## src/rtl/uart_rx_pkg.sv

```systemverilog
package uart_rx_pkg;

  // Frame format codes seen on the mode input
  typedef enum logic [2:0] {
    FMT_8N    = 3'd0,
    FMT_7N    = 3'd1,
    FMT_8ODD  = 3'd2,
    FMT_8EVEN = 3'd3,
    FMT_9ADR  = 3'd4
  } rx_fmt_e;

  typedef enum logic [2:0] {
    ST_IDLE  = 3'd0,
    ST_START = 3'd1,
    ST_DATA  = 3'd2,
    ST_NINTH = 3'd3,
    ST_STOP  = 3'd4
  } rx_state_e;

  // One received word with its per-word status
  typedef struct packed {
    logic [7:0] data;
    logic       addr;
    logic       perr;
    logic       ferr;
  } rx_word_t;

endpackage

```

## src/rtl/uart_rx_rstsync.sv

```systemverilog
module uart_rx_rstsync (
  input  logic clk,
  input  logic arst_n,
  output logic rst_n_o
);
  logic [1:0] stage_q;
  logic [1:0] stage_d;

  always_comb stage_d = {stage_q[0], 1'b1};

  always_ff @(posedge clk or negedge arst_n) begin
    if (!arst_n) stage_q <= 2'b00;
    else         stage_q <= stage_d;
  end

  assign rst_n_o = stage_q[1];
endmodule

```

## src/rtl/uart_rx_linein.sv

```systemverilog
module uart_rx_linein #(
  parameter int SYNC_STAGES = 2
) (
  input  logic clk,
  input  logic rst_n,
  input  logic rx_line,
  input  logic rx_invert,
  output logic bit_o
);
  logic [SYNC_STAGES-1:0] sync_q;
  logic [SYNC_STAGES-1:0] sync_d;

  // Polarity is corrected ahead of the synchroniser so the reset value
  // (idle high) is correct for both polarities.
  always_comb sync_d[0] = rx_line ^ rx_invert;

  for (genvar g = 1; g < SYNC_STAGES; g++) begin : g_stage
    always_comb sync_d[g] = sync_q[g-1];
  end

  always_ff @(posedge clk or negedge rst_n) begin
    if (!rst_n) sync_q <= '1;
    else        sync_q <= sync_d;
  end

  assign bit_o = sync_q[SYNC_STAGES-1];
endmodule

```

## src/rtl/uart_rx_framer.sv

```systemverilog
module uart_rx_framer
  import uart_rx_pkg::*;
#(
  parameter int OSR = 16
) (
  input  logic       clk,
  input  logic       rst_n,
  input  logic       clr,
  input  logic       tick,
  input  logic       bit_i,
  input  logic [2:0] mode,
  input  logic       halt,
  output logic       frm_valid,
  output rx_word_t   frm
);
  localparam int CNT_W = $clog2(OSR);
  localparam logic [CNT_W-1:0] MID_CNT  = CNT_W'(OSR / 2 - 1);
  localparam logic [CNT_W-1:0] LAST_CNT = CNT_W'(OSR - 1);

  rx_state_e        state_q, state_d;
  logic [CNT_W-1:0] os_q, os_d;
  logic [2:0]       idx_q, idx_d;
  logic [7:0]       shreg_q, shreg_d;
  logic             ninth_q, ninth_d;
  logic             valid_q, valid_d;
  rx_word_t         frm_q, frm_d;
  logic             frm_load;
  logic             adv;

  logic       has_ninth;
  logic [2:0] last_idx;
  logic       ones_odd;

  always_comb begin
    has_ninth = (mode == FMT_8ODD) || (mode == FMT_8EVEN) || (mode == FMT_9ADR);
    last_idx  = (mode == FMT_7N) ? 3'd6 : 3'd7;
    ones_odd  = (^shreg_q) ^ ninth_q;
  end

  assign adv = tick | clr;

  // Next-state logic
  always_comb begin
    state_d  = state_q;
    os_d     = os_q;
    idx_d    = idx_q;
    shreg_d  = shreg_q;
    ninth_d  = ninth_q;
    valid_d  = 1'b0;
    frm_load = 1'b0;
    frm_d    = frm_q;
    if (clr) begin
      state_d = ST_IDLE;
      os_d    = '0;
      idx_d   = '0;
    end else if (tick) begin
      unique case (state_q)
        ST_IDLE: begin
          if (!halt && !bit_i) begin
            state_d = ST_START;
            os_d    = '0;
          end
        end
        ST_START: begin
          if (os_q == MID_CNT) begin
            os_d    = '0;
            idx_d   = '0;
            shreg_d = '0;
            ninth_d = 1'b0;
            state_d = bit_i ? ST_IDLE : ST_DATA;
          end else begin
            os_d = os_q + CNT_W'(1);
          end
        end
        ST_DATA: begin
          if (os_q == LAST_CNT) begin
            os_d           = '0;
            shreg_d[idx_q] = bit_i;
            idx_d          = idx_q + 3'd1;
            if (idx_q == last_idx) state_d = has_ninth ? ST_NINTH : ST_STOP;
          end else begin
            os_d = os_q + CNT_W'(1);
          end
        end
        ST_NINTH: begin
          if (os_q == LAST_CNT) begin
            os_d    = '0;
            ninth_d = bit_i;
            state_d = ST_STOP;
          end else begin
            os_d = os_q + CNT_W'(1);
          end
        end
        ST_STOP: begin
          if (os_q == LAST_CNT) begin
            os_d       = '0;
            state_d    = ST_IDLE;
            valid_d    = 1'b1;
            frm_load   = 1'b1;
            frm_d.data = shreg_q;
            frm_d.addr = (mode == FMT_9ADR) ? ninth_q : 1'b0;
            frm_d.perr = (mode == FMT_8EVEN) ? ones_odd :
                         (mode == FMT_8ODD)  ? ~ones_odd : 1'b0;
            frm_d.ferr = ~bit_i;
          end else begin
            os_d = os_q + CNT_W'(1);
          end
        end
        default: state_d = ST_IDLE;
      endcase
    end
  end

  // Registers
  always_ff @(posedge clk or negedge rst_n) begin
    if (!rst_n) begin
      state_q <= ST_IDLE;
      os_q    <= '0;
      idx_q   <= '0;
      shreg_q <= '0;
      ninth_q <= 1'b0;
    end else if (adv) begin
      state_q <= state_d;
      os_q    <= os_d;
      idx_q   <= idx_d;
      shreg_q <= shreg_d;
      ninth_q <= ninth_d;
    end
  end

  always_ff @(posedge clk or negedge rst_n) begin
    if (!rst_n) valid_q <= 1'b0;
    else        valid_q <= valid_d;
  end

  always_ff @(posedge clk or negedge rst_n) begin
    if (!rst_n)        frm_q <= '0;
    else if (frm_load) frm_q <= frm_d;
  end

  assign frm_valid = valid_q;
  assign frm       = frm_q;
endmodule

```

## src/rtl/uart_rx_store.sv

```systemverilog
module uart_rx_store
  import uart_rx_pkg::*;
#(
  parameter int DEPTH = 3
) (
  input  logic     clk,
  input  logic     rst_n,
  input  logic     clr,
  input  logic     flush,
  input  logic     push,
  input  rx_word_t push_word,
  input  logic     pop,
  input  logic     ovf_clear,
  output rx_word_t head,
  output logic     head_valid,
  output logic     tail_held,
  output logic     ovf
);
  localparam int CNT_W = $clog2(DEPTH + 1);
  localparam logic [CNT_W-1:0] FULL_CNT = CNT_W'(DEPTH);

  rx_word_t         slot_q [DEPTH];
  rx_word_t         slot_d [DEPTH];
  logic [DEPTH-1:0] slot_en;
  logic [CNT_W-1:0] cnt_q, cnt_d, wr_idx;
  logic             ovf_q, ovf_d;
  logic             wipe, pop_ok, room, push_ok, ovf_set;

  always_comb begin
    wipe    = clr | flush;
    pop_ok  = pop && (cnt_q != '0);
    room    = (cnt_q != FULL_CNT) || pop_ok;
    push_ok = push && !ovf_q && room;
    ovf_set = push && !ovf_q && !room;
    wr_idx  = pop_ok ? (cnt_q - CNT_W'(1)) : cnt_q;
  end

  always_comb begin
    if (wipe) begin
      cnt_d = '0;
      ovf_d = 1'b0;
    end else begin
      cnt_d = cnt_q;
      if (push_ok && !pop_ok)      cnt_d = cnt_q + CNT_W'(1);
      else if (pop_ok && !push_ok) cnt_d = cnt_q - CNT_W'(1);
      ovf_d = (ovf_q & ~ovf_clear) | ovf_set;
    end
  end

  // Slot i takes slot i+1 on a pop; the write slot takes the new word.
  always_comb begin
    int src;
    for (int i = 0; i < DEPTH; i++) begin
      src        = (i < DEPTH - 1) ? i + 1 : i;
      slot_d[i]  = pop_ok ? slot_q[src] : slot_q[i];
      slot_en[i] = !wipe && pop_ok;
      if (!wipe && push_ok && (CNT_W'(i) == wr_idx)) begin
        slot_d[i]  = push_word;
        slot_en[i] = 1'b1;
      end
    end
  end

  always_ff @(posedge clk or negedge rst_n) begin
    if (!rst_n) begin
      cnt_q <= '0;
      ovf_q <= 1'b0;
    end else begin
      cnt_q <= cnt_d;
      ovf_q <= ovf_d;
    end
  end

  always_ff @(posedge clk or negedge rst_n) begin
    if (!rst_n) begin
      for (int i = 0; i < DEPTH; i++) slot_q[i] <= '0;
    end else begin
      for (int i = 0; i < DEPTH; i++) begin
        if (slot_en[i]) slot_q[i] <= slot_d[i];
      end
    end
  end

  assign head       = slot_q[0];
  assign head_valid = (cnt_q != '0);
  assign tail_held  = (cnt_q == FULL_CNT);
  assign ovf        = ovf_q;
endmodule

```

## src/rtl/uart_rx_ovf.sv

```systemverilog
module uart_rx_ovf
  import uart_rx_pkg::*;
#(
  parameter int OSR         = 16,
  parameter int SYNC_STAGES = 2,
  parameter int FIFO_DEPTH  = 2
) (
  input  logic       clk,
  input  logic       rst_n,
  input  logic       enable,
  input  logic       os_tick,
  input  logic [2:0] mode,
  input  logic       rx_invert,
  input  logic       run_ovf,
  input  logic       rx_line,
  input  logic       rd_pop,
  input  logic       flush,
  input  logic       ovf_clear,
  output logic       rd_valid,
  output logic [7:0] rd_data,
  output logic       rd_addr,
  output logic       rd_perr,
  output logic       rd_ferr,
  output logic       rsr_held,
  output logic       ovf
);
  // The deserialiser's register is the last storage stage behind the FIFO
  localparam int STORE_DEPTH = FIFO_DEPTH + 1;

  logic     rst_int_n;
  logic     rx_bit;
  logic     frm_valid;
  rx_word_t frm;
  rx_word_t head;
  logic     ovf_int;
  logic     halt;

  assign halt = ovf_int & ~run_ovf;

  uart_rx_rstsync u_rst (
    .clk     (clk),
    .arst_n  (rst_n),
    .rst_n_o (rst_int_n)
  );

  uart_rx_linein #(.SYNC_STAGES(SYNC_STAGES)) u_line (
    .clk       (clk),
    .rst_n     (rst_int_n),
    .rx_line   (rx_line),
    .rx_invert (rx_invert),
    .bit_o     (rx_bit)
  );

  uart_rx_framer #(.OSR(OSR)) u_framer (
    .clk       (clk),
    .rst_n     (rst_int_n),
    .clr       (~enable),
    .tick      (os_tick),
    .bit_i     (rx_bit),
    .mode      (mode),
    .halt      (halt),
    .frm_valid (frm_valid),
    .frm       (frm)
  );

  uart_rx_store #(.DEPTH(STORE_DEPTH)) u_store (
    .clk        (clk),
    .rst_n      (rst_int_n),
    .clr        (~enable),
    .flush      (flush),
    .push       (frm_valid),
    .push_word  (frm),
    .pop        (rd_pop),
    .ovf_clear  (ovf_clear),
    .head       (head),
    .head_valid (rd_valid),
    .tail_held  (rsr_held),
    .ovf        (ovf_int)
  );

  assign rd_data = head.data;
  assign rd_addr = head.addr;
  assign rd_perr = head.perr;
  assign rd_ferr = head.ferr;
  assign ovf     = ovf_int;
endmodule

```

## config.mk

```make
export PLATFORM = sky130hd
export DESIGN_NAME = uart_rx_ovf
export DESIGN_NICKNAME = d
export VERILOG_FILES = /design/src/rtl/uart_rx_pkg.sv /design/src/rtl/uart_rx_rstsync.sv /design/src/rtl/uart_rx_linein.sv /design/src/rtl/uart_rx_framer.sv /design/src/rtl/uart_rx_store.sv /design/src/rtl/uart_rx_ovf.sv
export SDC_FILE = /design/constraint.sdc
export NUM_CORES = 1
export LEC_CHECK = 0
export CORE_UTILIZATION = 46
export DETAILED_ROUTE_END_ITERATION = 16
export DONT_BUFFER_PORTS = 1
export PLACE_DENSITY = 0.7
export SLEW_MARGIN = 15
export SYNTH_ARGS = -nofsm -noshare
export SYNTH_HDL_FRONTEND = slang
export SYNTH_SLANG_ARGS = --single-unit
```

## constraint.sdc

```tcl
create_clock -name clk -period 2.45 [get_ports clk]
set_input_delay 0.49 -clock clk [delete_from_list [all_inputs] [get_ports clk]]
set_output_delay 0.49 -clock clk [all_outputs]
set_load 0.05 [all_outputs]
```

# Word level (Yosys, flattened, before mapping)

Cells that the tools add are included.
Widths: inputs -> output; s select.

Add/sub/neg operators: 4
Multipliers: 0
Divide/modulo/power cells: 0
Magnitude comparators: 2
Eq/ne operators: 27
Shift operators: 0
Muxes and demuxes: 51
Bitwise operators: 12
Reduce and logical (&&, ||, !) cells: 42

Operators with widths:

| kind               | count |
|---|---|
| $mux 11            | 4 |
| $mux 3             | 13 |
| $mux 4             | 5 |
| $ne 3x2->1 const B | 6 |
| $mux 8             | 2 |
| $pmux 8 s2         | 1 |
| $mux 1             | 15 |
| $pmux 3 s5         | 1 |
| $logic_and 1x1->1  | 13 |
| $eq 3x2->1 const B | 4 |
| $pmux 4 s3         | 1 |
| $reduce_and 6->1   | 2 |
| $mux 2             | 5 |
| $reduce_and 5->1   | 2 |
| $reduce_bool 2->1  | 5 |
| $bwmux 8           | 1 |
| $ne 2x1->1 const B | 4 |
| $reduce_and 8->1   | 1 |
| $reduce_xor 8->1   | 1 |
| $logic_not 1->1    | 7 |
| $eq 3x1->1 const B | 2 |
| $eq 3x3->1 const B | 2 |
| $pmux 3 s2         | 1 |
| $reduce_and 2->1   | 3 |
| other kinds (27)   | 37 |

Register bits after elaboration: 71
Bits in latches: 0
Memory bits (writable): 0
Bits in read-only memories: 0
Input port bits: 13
Word-level logic and storage cells: 164
Memories kept: 0

# Depth between registers and ports, before layout

Gate-level depths: netlist of run 1.

Word-level depth: 9
Depth in mapped cells: 10
Mapped depth without buffers: 10

# Hierarchy

A second synthesis of run 1 with hierarchy kept.

Cells, all modules: 329
Area, all modules: 3941.3 um2

By module, submodules not included:

| module          | instances | cells an instance | area each (um2) |
|---|---|---|---|
| uart_rx_store   | 1         | 143               | 2019.4 |
| uart_rx_framer  | 1         | 178               | 1789.2 |
| uart_rx_linein  | 1         | 3                 | 61.3 |
| uart_rx_rstsync | 1         | 3                 | 53.8 |
| uart_rx_ovf     | 1         | 2                 | 17.5 |

# Least setup slack after synthesis of run 1

Ideal clock, no wire load.

Kind: register -> register
Start: register u_store.cnt_q[0]
End: register u_store.slot_q[0] (netlist bit)
Library setup time: 0.125 ns
Arrival: 1.966 ns
Required time: 2.325 ns
Setup slack: 0.359 ns
Cell stages (with the launch flop): 10
Buffers on the path: 1
Period minus slack after synthesis: 2.091 ns
Path through: dfrtp_1 inv_1 ha_1 and2b_1 inv_1 a21oi_2 nand2_1 nor2_1 buf_2 mux2_2

Cells in the longest elaborated chain, start to end: 8

Ends and longest elaborated chain:

| element                                             | RTL line            | RTL |
|---|---|---|
| start: declaration                                  | uart_rx_store.sv:25 | `logic [CNT_W-1:0] cnt_q, cnt_d, wr_idx;` |
| start signal: assignment                            | uart_rx_store.sv:69 | `cnt_q <= cnt_d;` |
| branches (longest 7 deep; another with $sub 2x1->2) | --                  |  |
| $reduce_and 2->1 (no source line) (*)               | --                  |  |
| end signal: indexed assignment                      | uart_rx_store.sv:79 | `if (slot_en[i]) slot_q[i] <= slot_d[i];` |
| end: declaration                                    | uart_rx_store.sv:22 | `rx_word_t slot_q [DEPTH];` |

Every way passes the cells marked *.
A chain may end at the register's enable or synchronous reset.

# Final worst setup path of run 1

Ends and elaborated chain as after synthesis.

==> impl_table.tex, run 1 <==
\begin{tabular}{lr}
\hline
Metric & Value \\
\hline
\multicolumn{2}{l}{\textbf{Run status}} \\
Run status & completed \\
\multicolumn{2}{l}{\textbf{Power and ir drop}} \\
Sequential share of power & between 50 and 60\% \\
Lkg Pwr & 1.75 nW \\
Proportion of power drawn by the clock network & 36.3\% \\
Sw frac & between 20\% and 30\% \\
Areal power density over the cells & around 660 mW/mm² \\
Sw power & 0.710 mW \\
Proportion of power drawn by combinational gates & between 10\% and 20\% \\
Int Power & 1.84 mW \\
IR Drop Worst-Case VDD & 312 µV \\
\multicolumn{2}{l}{\textbf{STA}} \\
Share of the clock period used by the worst path & 92.4\% \\
Setup TNS after final layout & 0 ns \\
Worst hold slack after final layout & around 0.19 ns \\
Final Max Slew Viols & 0 \\
Number of endpoints failing setup at the final stage & 0 \\
Number of endpoints with negative hold slack in the final report & 0 \\
Unrepaired setup endpoints after global routing & false \\
Minimum clock period & about 2.3 ns \\
Highest achievable clock rate & 442 MHz \\
Largest clock skew in the final design & roughly 0.0074 ns \\
Max transition margin & 59.8\% \\
Transition time at the pin with the least slew margin & 0.603 ns \\
\multicolumn{2}{l}{\textbf{Synthesis}} \\
Cell area after synthesis & 0.00359 mm² \\
Yosys warning total & 0 \\
Average cell area after synthesis & 10.4 µm² \\
Async set or reset register ratio after synthesis & 100\% \\
Adder and majority cell fraction of the synthesized area & 1.74\% \\
Number of synthesized flops with an enable pin & 0 \\
Largest family of logic cells by synthesized area & multiplexers \\
Share of the yosys chip area belonging to registers & 49.5\% \\
Synth unique cells & 45 \\
Synthesis-stage register bit count & 71 \\
Cell taking the most area after synthesis & sky130\_fd\_sc\_hd\_\_dfrtp\_1 \\
Yosys top cell area share & around half \\
Top flip-flop cell by instance count after synthesis & sky130\_fd\_sc\_hd\_\_dfrtp\_1 \\
Number of nets in the synthesized netlist & 363 \\
Synthesized netlist cell count & 345 \\
Fraction of the mapped netlist area in compound gates & 12.9\% \\
Share of the synthesized netlist area taken by xor and xnor gates & about 3.2\% \\
Fraction of synthesized area in multiplexers & roughly 14\% \\
Basic-gate share of the synthesized area counting and, or, nand and nor cells & 12.8\% \\
Area contributors post-synth & sky130\_fd\_sc\_hd\_\_dfrtp\_1 48\%, sky130\_fd\_sc\_hd\_\_mux2i\_1 7.2\%, sky130\_fd\_sc\_hd\_\_mux2\_2 6.6\% \\
\multicolumn{2}{l}{\textbf{Layout}} \\
Final standard cell area without fillers & 0.00385 mm² \\
Layout cell share with drive strength beyond 1 & 15.6\% \\
Non-filler cells, final & 446 \\
Area Growth Syn to Fin & 7.00\% \\
Final \#Nets & 360 \\
Final-layout fill cell count & about 660 \\
Antenna Diode Count & 0 \\
Layout Utilization & 51.9\% \\
\multicolumn{2}{l}{\textbf{Placement}} \\
Placed cell count & 429 \\
Final estimated routing congestion in global placement & 0.807 \\
Input/output buffers & 0 \\
Half-perimeter wire length after detailed placement & 4510 µm \\
Post-Place Cell Area & around 0.0036 mm² \\
\multicolumn{2}{l}{\textbf{Job}} \\
Maximum Capacitance Violations & 0 \\
\multicolumn{2}{l}{\textbf{Critical path}} \\
Start-to-end type of the worst setup path & reg2reg \\
Element type at the critical path end & flop \\
Family with the most delay on the worst path & buffers and inverters \\
Critical-path cell with the highest stage delay & sky130\_fd\_sc\_hd\_\_dfrtp\_1 \\
Peak per-stage delay on the critical path & 0.43 ns \\
Cell mode on critical path & sky130\_fd\_sc\_hd\_\_inv\_1 \\
Startpoint type of the worst setup path & flop \\
Worst endpoint required time & 2.67 ns \\
Reg-to-reg slack, setup & 0.19 ns \\
Number of buffer and inverter instances along the worst setup path & 3 \\
Signal arrival time at the worst endpoint & 2.49 ns \\
Crit-path cells & inv\_1 > ha\_1 > and2b\_1 > inv\_1 > a21oi\_2 > nand2\_1 > nor2\_1 > buf\_4 > mux2\_2 \\
Crit path max fanout & 11 \\
\multicolumn{2}{l}{\textbf{Routing}} \\
Iteration-0 DRC Markers & 55 \\
Post-detailed-route via-to-cell ratio & 5.41 \\
Detailed Route WL & 6330 µm \\
Routed length per placed instance & roughly 14 µm \\
Number of remaining DRC errors & 0 \\
Drt first pass iters & 4 \\
Antenna-violating nets left & 0 \\
Total via count after detailed routing & roughly 2400 \\
\multicolumn{2}{l}{\textbf{Floorplanning}} \\
Effective utilization at floorplan & 48.5\% \\
DIE AREA & 0.00817 mm² \\
Die width & 90.4 µm \\
Std cell rows & 31 \\
Height of the die & 90.4 µm \\
\# IOs & 27 \\
Core Region & 0.00741 mm² \\
\multicolumn{2}{l}{\textbf{CTS}} \\
CTS tree & yes \\
Post-cts hold buffer count & 1 \\
Count of cells resized by post-cts repair & 0 \\
Total CTS buffers & 9 \\
Clock transition at the registers of the reported paths & 0.08 ns \\
Library cell used as clock root buffer & sky130\_fd\_sc\_hd\_\_clkbuf\_8 \\
Insertion delay of the later-clocked pin in the worst-skew pair & 0.34 ns \\
Post-CTS Repair Setup Buffers & 0 \\
Maximum clock path buffer count & 2 \\
CTS H-tree lvls & 3 \\
Sink count of the clock tree & 71 \\
\multicolumn{2}{l}{\textbf{Global routing}} \\
Maximum number of pins on one net before global-route repair & 44 \\
Via count of the first global-routing pass & 2339 \\
Number of antenna violations at the first check in global routing & 0 \\
Total routing resource utilization after global routing & 16.8\% \\
Global-route wire length before repair & 11000 µm \\
Residual overflow from global routing & 0 \\
\multicolumn{2}{l}{\textbf{Hold path}} \\
Path category of the worst min-delay check & in2reg \\
\hline
\end{tabular}
-- cells in the mapped netlist (2+ instances only) --
| cell type | number |
|---|---|
| sky130_fd_sc_hd__a21oi_1 | 29 |
| sky130_fd_sc_hd__a22o_1 | 2 |
| sky130_fd_sc_hd__a31oi_1 | 4 |
| sky130_fd_sc_hd__and3_1 | 3 |
| sky130_fd_sc_hd__buf_2 | 3 |
| sky130_fd_sc_hd__buf_4 | 11 |
| sky130_fd_sc_hd__buf_6 | 2 |
| sky130_fd_sc_hd__clkbuf_1 | 5 |
| sky130_fd_sc_hd__clkbuf_8 | 2 |
| sky130_fd_sc_hd__dfrtp_1 | 69 |
| sky130_fd_sc_hd__dfstp_2 | 2 |
| sky130_fd_sc_hd__ha_1 | 5 |
| sky130_fd_sc_hd__inv_1 | 13 |
| sky130_fd_sc_hd__mux2_2 | 21 |
| sky130_fd_sc_hd__mux2i_1 | 26 |
| sky130_fd_sc_hd__nand2_1 | 14 |
| sky130_fd_sc_hd__nand2b_1 | 8 |
| sky130_fd_sc_hd__nand3_1 | 14 |
| sky130_fd_sc_hd__nor2_1 | 42 |
| sky130_fd_sc_hd__nor3_1 | 3 |
| sky130_fd_sc_hd__nor3b_1 | 3 |
| sky130_fd_sc_hd__o211ai_1 | 5 |
| sky130_fd_sc_hd__o21a_1 | 2 |
| sky130_fd_sc_hd__o21ai_0 | 23 |
| sky130_fd_sc_hd__o31ai_1 | 3 |
| sky130_fd_sc_hd__xnor2_1 | 8 |
| sky130_fd_sc_hd__xor2_1 | 5 |
-- metrics by stage --
stage,power (mW),setup slack [ns]
2_1_floorplan,1.60,0.330
3_3_place_gp,1.63,0.345
3_5_place_dp,1.64,0.196
4_1_cts,2.57,0.172
5_1_grt,2.68,0.0591
6_report,2.55,0.187
-- cell type report --
cell class | count | area [µm²] | area share, %
sequential | 71 | 1780 | 46.3
inverter | 13 | 48.8 | 1.27
tap | 99 | 124 | 3.22
clock inverter | 7 | 71.3 | 1.85
timing repair buffer | 9 | 95.1 | 2.47
clock buffer | 9 | 124 | 3.22
multi-input combinational | 238 | 1600 | 41.7
-- cells in the final DEF, fill, tap and decap left out, types with 2 or more instances in the layout --
cell type,n
sky130_fd_sc_hd__buf_12,2
sky130_fd_sc_hd__inv_1,13
sky130_fd_sc_hd__nor3_1,3
sky130_fd_sc_hd__o31ai_1,3
sky130_fd_sc_hd__ha_1,5
sky130_fd_sc_hd__o21a_1,2
sky130_fd_sc_hd__nand2b_1,8
sky130_fd_sc_hd__a31oi_1,4
sky130_fd_sc_hd__clkbuf_8,9
sky130_fd_sc_hd__a22o_1,2
sky130_fd_sc_hd__o211ai_1,5
sky130_fd_sc_hd__nand2_1,14
sky130_fd_sc_hd__a21oi_1,29
sky130_fd_sc_hd__clkinvlp_4,3
sky130_fd_sc_hd__and3_1,3
sky130_fd_sc_hd__dfstp_2,2
sky130_fd_sc_hd__o21ai_0,23
sky130_fd_sc_hd__xnor2_1,8
sky130_fd_sc_hd__clkinv_2,2
sky130_fd_sc_hd__nor3b_1,3
sky130_fd_sc_hd__mux2i_1,26
sky130_fd_sc_hd__mux2_2,21
sky130_fd_sc_hd__buf_4,6
sky130_fd_sc_hd__xor2_1,5
sky130_fd_sc_hd__nor2_1,41
sky130_fd_sc_hd__dfrtp_1,68
sky130_fd_sc_hd__nand3_1,14
-- state kept, by name, indices dropped and copies added, names as in the netlist --
| signal | count |
|---|---|
| u_framer.state_q | 3 |
| u_framer.frm_valid | 1 |
| u_line.sync_q | 2 |
| u_framer.ninth_q | 1 |
| u_store.ovf | 1 |
| u_framer.frm | 11 |
| u_rst.stage_q | 2 |
| u_store.head | 11 |
| u_framer.shreg_q | 8 |
| u_store.cnt_q | 2 |
| u_store.slot_q | 22 |
| u_framer.os_q | 4 |
| u_framer.idx_q | 3 |
-- power by group through the flow --
stage	sequential (mW)	clock, mW	combinational, mW
2_1_floorplan	1.30	0	0.301
4_1_cts	1.33	0.948	0.296
3_3_place_gp	1.35	0	0.285
3_5_place_dp	1.35	0	0.293
6_report	1.33	0.925	0.292
5_1_grt	1.34	1.01	0.336
-- cell families (layout without fill, tap and decap cells) --
family,after synthesis,after routing
buf+inv,36,38
mux,47,47
other cells,1,1
simple gates,95,95
fa+ha+maj,5,5
flops,71,71
compound gates,77,77
xor+xnor,13,13
-- final timing paths --
path	startpoint	to	depth (start not counted)
max in group asynchronous	u_rst.stage_q[1]$_DFF_PN0_	u_line.sync_q[1]$_DFF_PN1_	1
worst max register to register	u_store.cnt_q[0]$_DFFE_PN0P_	u_store.slot_q[0]$_DFFE_PN0P_	9
min in group asynchronous	u_rst.stage_q[1]$_DFF_PN0_	u_store.slot_q[11]$_DFFE_PN0P_	0
worst min-delay path	rx_line	u_line.sync_q[0]$_DFF_PN1_	1
worst max-delay path	u_store.cnt_q[0]$_DFFE_PN0P_	u_store.slot_q[0]$_DFFE_PN0P_	9
worst min register to register	u_rst.stage_q[1]$_DFF_PN0_	u_store.slot_q[11]$_DFFE_PN0P_	0
-- routing by layer --
layer	vias to the layer above	share of wire [%]	GRT usage, %
met5	-	0	0
met4	0	1.4	5.91
met3	7	4.5	5.81
met2	35	46	26.4
met1	1177	48	21.6
li1	1196	-	-
Note: power is estimated with default switching activity, not from simulation.
==> run 2: changes to the inputs <==
--- a/config.mk
+++ b/config.mk
@@ -5,9 +5,12 @@
 export SDC_FILE = /design/constraint.sdc
 export NUM_CORES = 1
 export LEC_CHECK = 0
+export CORE_MARGIN = 2
 export CORE_UTILIZATION = 46
+export CTS_CLUSTER_SIZE = 40
 export DETAILED_ROUTE_END_ITERATION = 16
 export DONT_BUFFER_PORTS = 1
+export GPL_TIMING_DRIVEN = 0
 export PLACE_DENSITY = 0.7
 export SLEW_MARGIN = 15
 export SYNTH_ARGS = -nofsm -noshare
==> run 2 against run 1 <==
Design area increased by 4.1%. Via count up 2.1%. Highest routed layer unchanged. Clock-buffer cell count increased by 2. Sequential power decreased by 4%. Worst hold slack lost 0.0037 ns.
==> impl_table.tex, run 2 (same netlist as run 1, synthesis figures left out) <==
\begin{tabular}{lr}
\hline
Metric & Value \\
\hline
\multicolumn{2}{l}{\textbf{Layout}} \\
Layout cell share with drive strength beyond 1 & 18.2\% (was 15.6\%) \\
Non-filler cells, final & 465 (was 446) \\
Antenna Diode Count & 0 (unchanged) \\
Final standard cell area without fillers & 0.00401 mm² (was 0.00385 mm²) \\
Layout Utilization & 52.4\% (was 51.9\%) \\
Area Growth Syn to Fin & 11.4\% (was 7.00\%) \\
Most common library cell in the layout ignoring fill and taps & sky130\_fd\_sc\_hd\_\_dfrtp\_1 (unchanged) \\
Max reg flops & 22 (unchanged) \\
Biggest register & u\_store.slot\_q (unchanged) \\
Leading cell types in the layout, fill and taps excluded & 68 x sky130\_fd\_sc\_hd\_\_dfrtp\_1, 41 x sky130\_fd\_sc\_hd\_\_nor2\_1, 29 x sky130\_fd\_sc\_hd\_\_a21oi\_1, 26 x sky130\_fd\_sc\_hd\_\_mux2i\_1, 23 x sky130\_fd\_sc\_hd\_\_o21ai\_0 (unchanged) \\
Final \#Nets & 376 (was 360) \\
\multicolumn{2}{l}{\textbf{Routing}} \\
Number of remaining DRC errors & 0 (unchanged) \\
Total via count after detailed routing & 2466 (was 2415) \\
Routed length per placed instance & 14.4 µm (was 14.2 µm) \\
Iteration-0 DRC Markers & 95 (was 55) \\
Drt first pass iters & 4 (unchanged) \\
Antenna-violating nets left & 0 (unchanged) \\
Post-detailed-route via-to-cell ratio & 5.30 (was 5.41) \\
Detailed Route WL & 6700 µm (was 6330 µm) \\
\multicolumn{2}{l}{\textbf{STA}} \\
Share of the clock period used by the worst path & 92.2\% (was 92.4\%) \\
Largest clock skew in the final design & 0.00916 ns (was 0.00741 ns) \\
Number of endpoints failing setup at the final stage & 0 (unchanged) \\
Minimum clock period & 2.26 ns (about the same) \\
Worst Slack Setup Final & 0.192 ns (was 0.187 ns) \\
Transition time at the pin with the least slew margin & 0.603 ns (about the same) \\
Number of endpoints with negative hold slack in the final report & 0 (unchanged) \\
Final Max Slew Viols & 0 (unchanged) \\
Max transition margin & 59.8\% (about the same) \\
Unrepaired setup endpoints after global routing & false (unchanged) \\
Highest achievable clock rate & 443 MHz (was 442 MHz) \\
\multicolumn{2}{l}{\textbf{Global routing}} \\
Residual overflow from global routing & 0 (unchanged) \\
Total routing resource utilization after global routing & 17.0\% (was 16.8\%) \\
Via count of the first global-routing pass & 2369 (was 2339) \\
Global-route wire length before repair & 11400 µm (was 11000 µm) \\
Maximum number of pins on one net before global-route repair & 57 (was 44) \\
Number of antenna violations at the first check in global routing & 0 (unchanged) \\
\multicolumn{2}{l}{\textbf{CTS}} \\
Insertion delay of the later-clocked pin in the worst-skew pair & 0.34 ns (about the same) \\
CTS tree & yes (unchanged) \\
Clock transition at the registers of the reported paths & 0.08 ns (about the same) \\
CTS H-tree lvls & 3 (unchanged) \\
Total CTS buffers & 9 (unchanged) \\
Maximum clock path buffer count & 2 (unchanged) \\
Library cell used as clock root buffer & sky130\_fd\_sc\_hd\_\_clkbuf\_8 (unchanged) \\
Sink count of the clock tree & 71 (unchanged) \\
\multicolumn{2}{l}{\textbf{Critical path}} \\
Startpoint type of the worst setup path & flop (unchanged) \\
Crit path max fanout & 10 (was 11) \\
Element type at the critical path end & flop (unchanged) \\
Crit-path cells & inv\_1 > ha\_1 > and2b\_1 > inv\_1 > a21oi\_4 > nand2\_1 > nor2\_2 > buf\_6 > mux2\_2 (was inv\_1 > ha\_1 > and2b\_1 > inv\_1 > a21oi\_2 > nand2\_1 > nor2\_1 > buf\_4 > mux2\_2) \\
Signal arrival time at the worst endpoint & 2.48 ns (was 2.49 ns) \\
Critical-path cell with the highest stage delay & sky130\_fd\_sc\_hd\_\_dfrtp\_1 (unchanged) \\
Start-to-end type of the worst setup path & reg2reg (unchanged) \\
Cell mode on critical path & sky130\_fd\_sc\_hd\_\_inv\_1 (unchanged) \\
Family with the most delay on the worst path & simple AND/OR/NAND/NOR gates (was buffers and inverters) \\
Number of buffer and inverter instances along the worst setup path & 3 (unchanged) \\
Peak per-stage delay on the critical path & 0.42 ns (was 0.43 ns) \\
Worst endpoint required time & 2.67 ns (about the same) \\
\multicolumn{2}{l}{\textbf{Floorplanning}} \\
\# IOs & 27 (unchanged) \\
Std cell rows & 32 (was 31) \\
Height of the die & 92.4 µm (was 90.4 µm) \\
DIE AREA & 0.00854 mm² (was 0.00817 mm²) \\
Effective utilization at floorplan & 47.0\% (was 48.5\%) \\
Die width & 92.4 µm (was 90.4 µm) \\
Core Region & 0.00765 mm² (was 0.00741 mm²) \\
\multicolumn{2}{l}{\textbf{Placement}} \\
Placed cell count & 448 (was 429) \\
Post-Place Cell Area & 0.00375 mm² (was 0.00364 mm²) \\
Post-Place Worst Slack & 0.0522 ns (was 0.196 ns) \\
Final estimated routing congestion in global placement & 0.917 (was 0.807) \\
Half-perimeter wire length after detailed placement & 4740 µm (was 4510 µm) \\
Input/output buffers & 0 (unchanged) \\
\multicolumn{2}{l}{\textbf{Power and ir drop}} \\
Lkg Pwr & 1.84 nW (was 1.75 nW) \\
IR Drop Worst-Case VDD & 440 µV (was 312 µV) \\
Areal power density over the cells & 670 mW/mm² (was 662 mW/mm²) \\
\multicolumn{2}{l}{\textbf{Run status}} \\
Run status & completed (unchanged) \\
\multicolumn{2}{l}{\textbf{Hold path}} \\
Path category of the worst min-delay check & reg2async (was in2reg) \\
\multicolumn{2}{l}{\textbf{Job}} \\
Maximum Capacitance Violations & 0 (unchanged) \\
\hline
\end{tabular}
## run 2: cell types whose count changed in the layout (fill, tap and decap cells not counted), sizes merged
| cell | change |
|---|---|
| bufinv | +1 |
| inv | -1 |
| buf | +9 |
| clkbuf | +9 |
| clkinvlp | -2 |
## run 2: timing repair
item                                    in CTS  in global routing
endpoints found under the setup margin       0                 22
endpoints found under the hold margin        2                  0
resized for setup                            0                  9
hold buffers                                 1                  0
setup buffers                                0                  0
## run 2: through the flow
step / setup TNS (ns) / hold slack [ns] / power, mW
after floorplan: 0 / 0.194 / 1.60
after global placement: -29.40 / 0.194 / 1.66
after detailed placement: 0 / 0.186 / 1.67
after CTS: 0 / 0.177 / 2.71
after global routing: 0 / 0.163 / 2.81
final: 0 / 0.188 / 2.68
## run 2: cell type report
class | count | area [µm²]
multi-input cells | 238 | 1610
clock buffers | 11 | 141
clock inverters | 5 | 81.3
well taps | 102 | 128
inverters | 13 | 48.8
flip-flops and latches | 71 | 1780
repair buffers | 2 | 37.5
plain buffers | 23 | 175
fillers | 682 | 3640
## run 2: path summary, 6_finish.rpt
kind,depth (start not counted),slack [ns],startpoint,endpoint
max in group asynchronous,1,1.67,u_rst.stage_q[1]$_DFF_PN0_,u_line.sync_q[0]$_DFF_PN1_
worst max-delay path,9,0.19,u_store.cnt_q[0]$_DFFE_PN0P_,u_store.slot_q[2]$_DFFE_PN0P_
min in group clk,1,0.19,rx_line,u_line.sync_q[0]$_DFF_PN1_
worst min register to register,0,0.19,u_rst.stage_q[1]$_DFF_PN0_,u_framer.state_q[2]$_DFFE_PN0P_
worst max register to register,9,0.19,u_store.cnt_q[0]$_DFFE_PN0P_,u_store.slot_q[2]$_DFFE_PN0P_
worst min-delay path,0,0.19,u_rst.stage_q[1]$_DFF_PN0_,u_framer.state_q[2]$_DFFE_PN0P_
## run 2: report_power, final
| part | switching [mW] | internal (mW) |
|---|---|---|
| Sequential | 0.0536 | 1.22 |
| Combinational | 0.209 | 0.166 |
| Clock | 0.430 | 0.601 |
## run 2: per-layer routing
layer | vias up | global-route usage, % | routed length, µm
met5 | - | 0 | 0
met4 | 0 | 4.98 | 70
met3 | 7 | 7.08 | 483
met2 | 57 | 26.8 | 3100
met1 | 1176 | 21.4 | 3050
li1 | 1226 | - | -
